## src/rtl/div_bank_pkg.sv

```systemverilog
package div_bank_pkg;

    localparam int CODE_W    = 3;
    localparam int MAX_RATIO = 10;
    localparam int CNT_W     = $clog2(MAX_RATIO + 1);

    typedef logic [CODE_W-1:0] ratio_code_t;
    typedef logic [CNT_W-1:0]  ratio_t;

    // Running state of one bank divider.
    typedef struct packed {
        ratio_t ratio;   // ratio in force for the current period
        ratio_t cnt;     // source periods elapsed in this output period
        logic   q;       // registered true output
    } div_state_t;

    // Nonuniform ratio set selected by a 3-bit code.
    function automatic ratio_t code_to_ratio(input ratio_code_t c);
        case (c)
            3'd0:    return ratio_t'(1);
            3'd1:    return ratio_t'(2);
            3'd2:    return ratio_t'(3);
            3'd3:    return ratio_t'(4);
            3'd4:    return ratio_t'(5);
            3'd5:    return ratio_t'(6);
            3'd6:    return ratio_t'(8);
            default: return ratio_t'(10);
        endcase
    endfunction

    // Source periods spent high: half the ratio, rounded down.
    function automatic ratio_t high_span(input ratio_t n);
        return n >> 1;
    endfunction

endpackage

```

## src/rtl/src_edge.sv

```systemverilog
module src_edge (
    input  logic clk,
    input  logic sel_fast,
    input  logic fast_src,
    input  logic ref_src,
    output logic src_lvl,
    output logic src_rise
);
    logic src_d;

    assign src_lvl = sel_fast ? fast_src : ref_src;

    always_ff @(posedge clk) begin
        src_d <= src_lvl;
    end

    assign src_rise = src_lvl & ~src_d;

endmodule

```

## src/rtl/ratio_div.sv

```systemverilog
module ratio_div
    import div_bank_pkg::*;
(
    input  logic        clk,
    input  logic        rst_n,
    input  ratio_code_t code,
    input  logic        src_lvl,
    input  logic        src_rise,
    output logic        q
);
    div_state_t st;
    logic       wrap;
    ratio_t     eff_ratio;
    ratio_t     cnt_nx;
    logic       q_nx;
    ratio_t     load_ratio;

    assign load_ratio = code_to_ratio(code);

    always_comb begin
        wrap      = src_rise && (st.cnt == ratio_t'(st.ratio - ratio_t'(1)));
        eff_ratio = wrap ? load_ratio : st.ratio;
        if (!src_rise)
            cnt_nx = st.cnt;
        else if (wrap)
            cnt_nx = '0;
        else
            cnt_nx = ratio_t'(st.cnt + ratio_t'(1));
        if (eff_ratio == ratio_t'(1))
            q_nx = src_lvl;
        else if (src_rise)
            q_nx = (cnt_nx < high_span(eff_ratio));
        else
            q_nx = st.q;
    end

    always_ff @(posedge clk) begin
        if (!rst_n) begin
            st.ratio <= load_ratio;
            st.cnt   <= ratio_t'(load_ratio - ratio_t'(1));
            st.q     <= 1'b0;
        end else begin
            st.ratio <= eff_ratio;
            st.cnt   <= cnt_nx;
            st.q     <= q_nx;
        end
    end

    assign q = st.q;

    assert_reset_low_R3: assert property (@(posedge clk)
        !rst_n |=> !q);

    assert_cnt_range_R5: assert property (@(posedge clk) disable iff (!rst_n)
        st.cnt < st.ratio);

    assert_ratio_hold_R10: assert property (@(posedge clk) disable iff (!rst_n)
        (st.ratio != $past(st.ratio)) |-> ($past(wrap) || $past(!rst_n)));

    assert_edge_only_R5: assert property (@(posedge clk) disable iff (!rst_n)
        (($past(st.ratio) != ratio_t'(1)) && (st.ratio != ratio_t'(1)) && (q != $past(q)))
        |-> ($past(src_rise) || $past(!rst_n)));

endmodule

```

## src/rtl/div_bank.sv

```systemverilog
module div_bank
    import div_bank_pkg::*;
#(
    parameter int NUM_A = 3,
    parameter int NUM_B = 3
) (
    input  logic             clk,
    input  logic             rst_n,
    input  logic             sel_fast,
    input  logic             fast_src,
    input  logic             ref_src,
    input  logic [2:0]       code_a,
    input  logic [2:0]       code_b,
    input  logic [2:0]       code_fb,
    output logic [NUM_A-1:0] qa,
    output logic [NUM_A-1:0] qa_n,
    output logic [NUM_B-1:0] qb,
    output logic [NUM_B-1:0] qb_n,
    output logic             qfb,
    output logic             qfb_n
);
    localparam int NUM_BANKS = 3;
    localparam int BANK_A    = 0;
    localparam int BANK_B    = 1;
    localparam int BANK_FB   = 2;

    logic                 src_lvl;
    logic                 src_rise;
    ratio_code_t          bank_code [NUM_BANKS];
    logic [NUM_BANKS-1:0] bank_q;

    assign bank_code[BANK_A]  = code_a;
    assign bank_code[BANK_B]  = code_b;
    assign bank_code[BANK_FB] = code_fb;

    src_edge u_src (
        .clk      (clk),
        .sel_fast (sel_fast),
        .fast_src (fast_src),
        .ref_src  (ref_src),
        .src_lvl  (src_lvl),
        .src_rise (src_rise)
    );

    for (genvar g = 0; g < NUM_BANKS; g++) begin : g_bank
        ratio_div u_div (
            .clk      (clk),
            .rst_n    (rst_n),
            .code     (bank_code[g]),
            .src_lvl  (src_lvl),
            .src_rise (src_rise),
            .q        (bank_q[g])
        );
    end

    assign qa    = {NUM_A{bank_q[BANK_A]}};
    assign qb    = {NUM_B{bank_q[BANK_B]}};
    assign qfb   = bank_q[BANK_FB];
    assign qa_n  = ~qa;
    assign qb_n  = ~qb;
    assign qfb_n = ~qfb;

endmodule

```

## config.mk

```make
export PLATFORM = sky130hd
export DESIGN_NAME = div_bank
export DESIGN_NICKNAME = d
export VERILOG_FILES = /design/src/rtl/div_bank_pkg.sv /design/src/rtl/src_edge.sv /design/src/rtl/ratio_div.sv /design/src/rtl/div_bank.sv
export SDC_FILE = /design/constraint.sdc
export NUM_CORES = 1
export LEC_CHECK = 0
export BUFFER_PORTS_ARGS = -buffer_cell sky130_fd_sc_hd__buf_4
export CORE_MARGIN = 1.5
export CORE_UTILIZATION = 55
export CTS_BUF_LIST = sky130_fd_sc_hd__clkbuf_8
export CTS_CLUSTER_SIZE = 30
export DETAILED_ROUTE_END_ITERATION = 12
export PLACE_DENSITY = 0.76
export SYNTH_ARGS = -nofsm -noshare
export SYNTH_HDL_FRONTEND = slang
export SYNTH_SLANG_ARGS = --single-unit
```

## constraint.sdc

```tcl
create_clock -name clk -period 6.4 [get_ports clk]
set_clock_uncertainty 0.05 [all_clocks]
set_input_delay 0.96 -clock clk [delete_from_list [all_inputs] [get_ports clk]]
set_output_delay 0.96 -clock clk [all_outputs]
set_load 0.03 [all_outputs]
```

==> results.toml, run 1 <==
[placed_design]
placedInstanceArea_um2 = 2370
dp_hpwl_um = 3610
dp.cells = 320
port_buffers = 27
post-place-ws_ps = 2620
gp_congestion = 0.843

[cells_and_area]
multiInputGateArea_um2 = 1480
syn_to_final_growth_pct = 8.99
final_nets = 306
final_common_cell = "dfxtp_1"
drive_above_1_share_pct = 18.2
layout.cells.non_filler = 323
design_area_um2 = 2410
nFillCells = 325
regArea_um2 = 561
n_antenna_cell = 0
layout_common_cells = "dfxtp_1 (28), buf_4 (27), nand2_1 (24)"

[clocking]
cts-root-buf = "clkbuf_8"
clk_pin_slew_ps = 100
clk_latency_ps = 280
post_cts_buffers = 0
hold_buffers = 0
cts_buffer_depth = 2
cts_buffers = 3
cts_sinks = 28
cts_tree = "built"
post_cts_resized = 0
cts.htree.levels = 1

[setup_path]
crit_path_start_kind = "input pin"
rr_startpoint = "g_bank[0].u_div.st[5]$_DFF_P_"
cp.arrival_ps = 3770
rr_worst_depth = 13
path_cells = "buf_4 > mux2i_1 > nor2_1 > nand2_1 > mux2i_1 > ha_1 > o21ai_0 > o21ai_0 > a21oi_1 > nand4_1 > o211ai_1"
critPathSlowestCell = "nor2_1"
crit_required_ps = 6560
cp-end-kind = "flop"
max_stage_delay_ps = 700
r2r_setup_slack_ps = 3310
reg2reg_to = "g_bank[0].u_div.q$_SDFFE_PN0P_"
crit_fanout = 16
cp_top_family = "simple AND/OR/NAND/NOR gates"
crit_buf_inv = 1
crit_path_start = "sel_fast"
crit_type = "input pin to flop"

[yosys]
synth_top_family_by_area = "simple AND/OR/NAND/NOR gates"
synthAdderAreaFrac_pct = 8.48
synth-simple-area-share_pct = 20.0
synth_xor_xnor_area_share_pct = 10.4
syn-num-nets = 291
async_flop_share_pct = 0
syn_area_um2 = 2210
synth-seq-cells = 28
ys_types = 48
synthCells = 262
synth_mux_area_share_pct = 13.3
ys.flop_type = "dfxtp_1"
synth-edff-count = 0
ys_warn_count = 0
yosysSeqAreaShare_pct = 25.3
synth_compound_area_share_pct = 14.7
synth_area_per_cell_um2 = 8.45

[grt]
grt_pass1_wl_um = 7600
antenna_found_initial = 0
gr-total-overflow = 0
track_usage_pct = 22.7
grt_max_degree = 25
grt_pass1_vias = 1725

[sta]
hold_ws_ps = 456
fin_crit_ps = 3600
setup_slack_ps = 2800
maxSlewHeadroom_pct = 38.5
rsz0062_at_grt = "false"
max_freq_mhz = 277
max_slew.worst_pin.slew_ps = 922
final_hold_viol_count = 0
slew_viol_final = 0
setup_tns_ps = 0
setup_viol_count_final = 0
min_period_over_period_pct = 56.3

[floorplanning]
die_h_um = 66.4
dieArea_um2 = 4410
coreArea_um2 = 3770
start_util_pct = 58.7
row_count = 22
pin_count = 28
chipWidth_um = 66.4

[hold_path]
hold_end = "g_bank[0].u_div.st[8]$_DFF_P_"
hold_path_class = "flop to flop"
hold_start = "g_bank[0].u_div.st[8]$_DFF_P_"
holdPathStages = 2

[routing]
wirelength_um = 4720
ant_nets = 0
post-route-drc-count = 0
drt_iter0_markers = 99
wl_per_cell_um = 14.6
via_per_inst = 5.69
dr_total_vias = 1839
first_pass_iters = 4

[power]
irDropWorstVdd_v = 0.000168
power.density_nw_per_um2 = 291
leakage_nw = 1.06

[run]
drv_cap = 0

[outcome]
outcome = "complete, no violations"
-- layout make-up --
cell class | instances | share of cell area (%)
clock buffers | 3 | 1.71
well taps | 48 | 2.49
inverters | 18 | 2.80
flip-flops and latches | 28 | 23.2
multi-input cells | 199 | 61.4
repair buffers | 27 | 8.40
-- how the worst max path moves through the flow --
stage / endpoint / depth (start not counted)
2_1_floorplan: g_bank[0].u_div.q$_SDFFE_PN0P_ / 12
3_3_place_gp: g_bank[0].u_div.q$_SDFFE_PN0P_ / 11
3_5_place_dp: g_bank[0].u_div.q$_SDFFE_PN0P_ / 12
4_1_cts: g_bank[0].u_div.q$_SDFFE_PN0P_ / 12
5_1_grt: g_bank[0].u_div.q$_SDFFE_PN0P_ / 11
6_report: g_bank[0].u_div.q$_SDFFE_PN0P_ / 11
-- stage by stage --
stage,total power [mW],util [%]
CTS,0.700,64.0
detailed placement,0.598,62.9
floorplan,0.527,-
finish,0.701,64.0
global placement,0.589,62.9
global route,0.751,64.0
-- cells by family after synthesis --
group,after synthesis
buffers and inverters,35
DFF,28
and+or+nand+nor,84
muxes,28
AOI/OAI and AO/OA,49
xor gates and xnor gates,23
adders and majority gates,15
-- Yosys cell counts, types with 2 or more instances --
library cell   n  share of area [%]
dfxtp_1       28                 25
mux2i_1       17                7.7
nor2b_1        6                1.7
nand2_1       24                4.1
a21oi_1        7                1.6
or4_1          3                1.0
nor3_1         8                1.8
and2_1         3               0.85
o21ai_0       19                4.3
o211ai_1       3                1.0
a21o_1         3                1.0
a31oi_1        4                1.1
xor2_1         9                3.6
nor2_1        12                2.0
clkbuf_1       4               0.68
or3_1          2               0.57
ha_1          15                8.5
inv_1         18                3.1
a211oi_1       2               0.68
buf_2          3               0.68
buf_4         10                3.4
a22o_1         3                1.2
nand2b_1       2               0.57
xnor2_1       12                4.7
nand4_1        2               0.57
nand3_1       11                2.5
mux2_2        11                5.6
-- registers in the layout, summed over array words and instances (netlist names) --
signal	cells
g_bank.u_div.st	24
g_bank.u_div.q	3
u_src.src_d	1
-- report_power, final --
group	internal (mW)	total, mW	switching (mW)
logic	0.161	0.350	0.189
clock network	0.0425	0.102	0.0591
registers	0.207	0.249	0.0415
total	0.411	0.701	0.290
-- worst min-delay path, cell delays in order, from the launching register on --
cell	delay (ps)
dfxtp_1	360
inv_1	60
mux2i_1	50
-- routing by layer --
layer	wire, um	track usage [%]
met3	126	2.73
met5	0	0
met4	96	10.2
met2	2150	38.6
met1	2340	28.5
Note: power is estimated with default switching activity, not from simulation.
==> run 2, diff against run 1 <==
CORE_UTILIZATION = 54   (was 55)
PLACE_DENSITY = 0.78   (was 0.76)
clock period = 2.9 ns   (was 6.4 ns; I/O delays follow)
==> results.toml, run 2 (synthesis gave the netlist of run 1 again) <==
[placed_design]
placedInstanceArea_um2 = 2420
gp_congestion = 0.879
port_buffers = 27
dp.cells = 328
dp_hpwl_um = 3620

[grt]
antenna_found_initial = 0
gr-total-overflow = 0
track_usage_pct = 22.2
grt_max_degree = 25
grt_pass1_vias = 1766
grt_pass1_wl_um = 7630

[floorplanning]
die_h_um = 67.0
row_count = 23
dieArea_um2 = 4490
coreArea_um2 = 3970
chipWidth_um = 67.0
start_util_pct = 55.7
pin_count = 28

[routing]
ant_nets = 0
dr_total_vias = 1884
wirelength_um = 4760
wl_per_cell_um = 14.3
drt_iter0_markers = 123
post-route-drc-count = 0
via_per_inst = 5.67
first_pass_iters = 4

[cells_and_area]
top_register = "g_bank.u_div.st"
design_area_um2 = 2500
layout_common_cells = "buf_4 (33), dfxtp_1 (27), nand2_1 (23)"
layout.cells.non_filler = 332
drive_above_1_share_pct = 22.0
n_antenna_cell = 0
syn_to_final_growth_pct = 13.2
largest_registers = "g_bank.u_div.st x24, g_bank.u_div.q x3, u_src.src_d x1"
final_common_cell = "buf_4"
final_nets = 312
largest_reg_flops = 24

[sta]
rsz0062_at_grt = "false"
final_hold_viol_count = 0
maxSlewHeadroom_pct = 64.2
min_period_over_period_pct = 91.8
max_slew.worst_pin.slew_ps = 532
fin_crit_ps = 2660
setup_tns_ps = 0
max_freq_mhz = 376
setup_viol_count_final = 0
hold_ws_ps = 389
slew_viol_final = 0

[clocking]
cts-root-buf = "clkbuf_8"
post_cts_buffers = 0
cts_sinks = 28
cts_buffer_depth = 2
clk_pin_slew_ps = 100
cts_buffers = 3
hold_buffers = 0
clk_latency_ps = 280
cts.htree.levels = 1
cts_tree = "built"
post_cts_resized = 0

[setup_path]
cp.arrival_ps = 2780
max_stage_delay_ps = 390
rr_startpoint = "g_bank[0].u_div.st[6]$_DFF_P_"
path_cells = "inv_1 > ha_1 > xor3_1 > nor3_2 > and2_4 > nand2_2 > mux2i_1 > ha_1 > o21ai_2 > a211oi_2 > nor2_1 > a31oi_1 > o211ai_1"
crit_required_ps = 3020
r2r_setup_slack_ps = 240
crit_fanout = 7
critPathSlowestCell = "dfxtp_1"
rr_worst_depth = 13
reg2reg_to = "g_bank[0].u_div.q$_SDFFE_PN0P_"
crit_type = "flop to flop"
cp-end-kind = "flop"
crit_path_start_kind = "flop"
path_common_cell = "ha_1"

[hold_path]
hold_path_class = "input pin to flop"
hold_end = "g_bank[2].u_div.st[4]$_DFF_P_"
hold_start = "code_fb[0]"
holdPathStages = 3

[power]
finalPower_mw = 1.66
irDropWorstVdd_v = 0.000233
power.density_nw_per_um2 = 664
leakage_nw = 1.11

[outcome]
outcome = "complete, no violations"

[run]
drv_cap = 0
-- run 2: worst max-delay path by stage --
stage | from | cells after the start | endpoint
2_1_floorplan | g_bank[0].u_div.st[5]$_DFF_P_ | 13 | g_bank[0].u_div.q$_SDFFE_PN0P_
3_3_place_gp | g_bank[0].u_div.st[5]$_DFF_P_ | 13 | g_bank[0].u_div.q$_SDFFE_PN0P_
3_5_place_dp | g_bank[0].u_div.st[5]$_DFF_P_ | 13 | g_bank[0].u_div.q$_SDFFE_PN0P_
4_1_cts | g_bank[0].u_div.st[5]$_DFF_P_ | 13 | g_bank[0].u_div.q$_SDFFE_PN0P_
5_1_grt | g_bank[0].u_div.st[6]$_DFF_P_ | 14 | g_bank[0].u_div.q$_SDFFE_PN0P_
6_report | g_bank[0].u_div.st[6]$_DFF_P_ | 13 | g_bank[0].u_div.q$_SDFFE_PN0P_
-- run 2: layout make-up --
type / count / area [um2]
sequential: 28 / 562
inverter: 18 / 67.6
timing repair buffer: 33 / 248
clock inverter: 1 / 30.0
clock buffer: 3 / 41.3
multi-input combinational: 199 / 1490
fill: 335 / 1470
tap: 50 / 62.6
-- run 2: through the flow --
step / setup WS (ps) / utilization (%)
finish: 239 / 63.1
global route: 20.7 / 63.1
CTS: 4.90 / 62.7
detailed placement: 31.0 / 60.9
global placement: 130 / 60.9
floorplan: 270 / -
-- run 2: power breakdown --
part	total (mW)	internal, mW	switching, mW
clock	0.318	0.185	0.133
combinational	0.795	0.373	0.422
sequential	0.549	0.458	0.0910
total	1.66	1.02	0.646
-- run 2: metal layers --
layer | track usage [%] | share of wire, % | wire length [um]
met1 | 27.2 | 45 | 2150
met2 | 39.6 | 49 | 2350
met3 | 3.21 | 4.4 | 208
met4 | 6.89 | 1.1 | 51
met5 | 0 | 0 | 0
-- run 2: worst max-delay path, delay by kind of cell, from the launching register on --
| family | cells | cell delay [ps] |
|---|---|---|
| AND/OR/NAND/NOR | 4 | 620 |
| AO/OA/AOI/OAI | 4 | 570 |
| adder cells (fa/ha/maj) | 2 | 490 |
| flip-flops | 1 | 390 |
| XOR/XNOR | 1 | 190 |
| multiplexers | 1 | 150 |
| buffers and inverters | 1 | 80 |
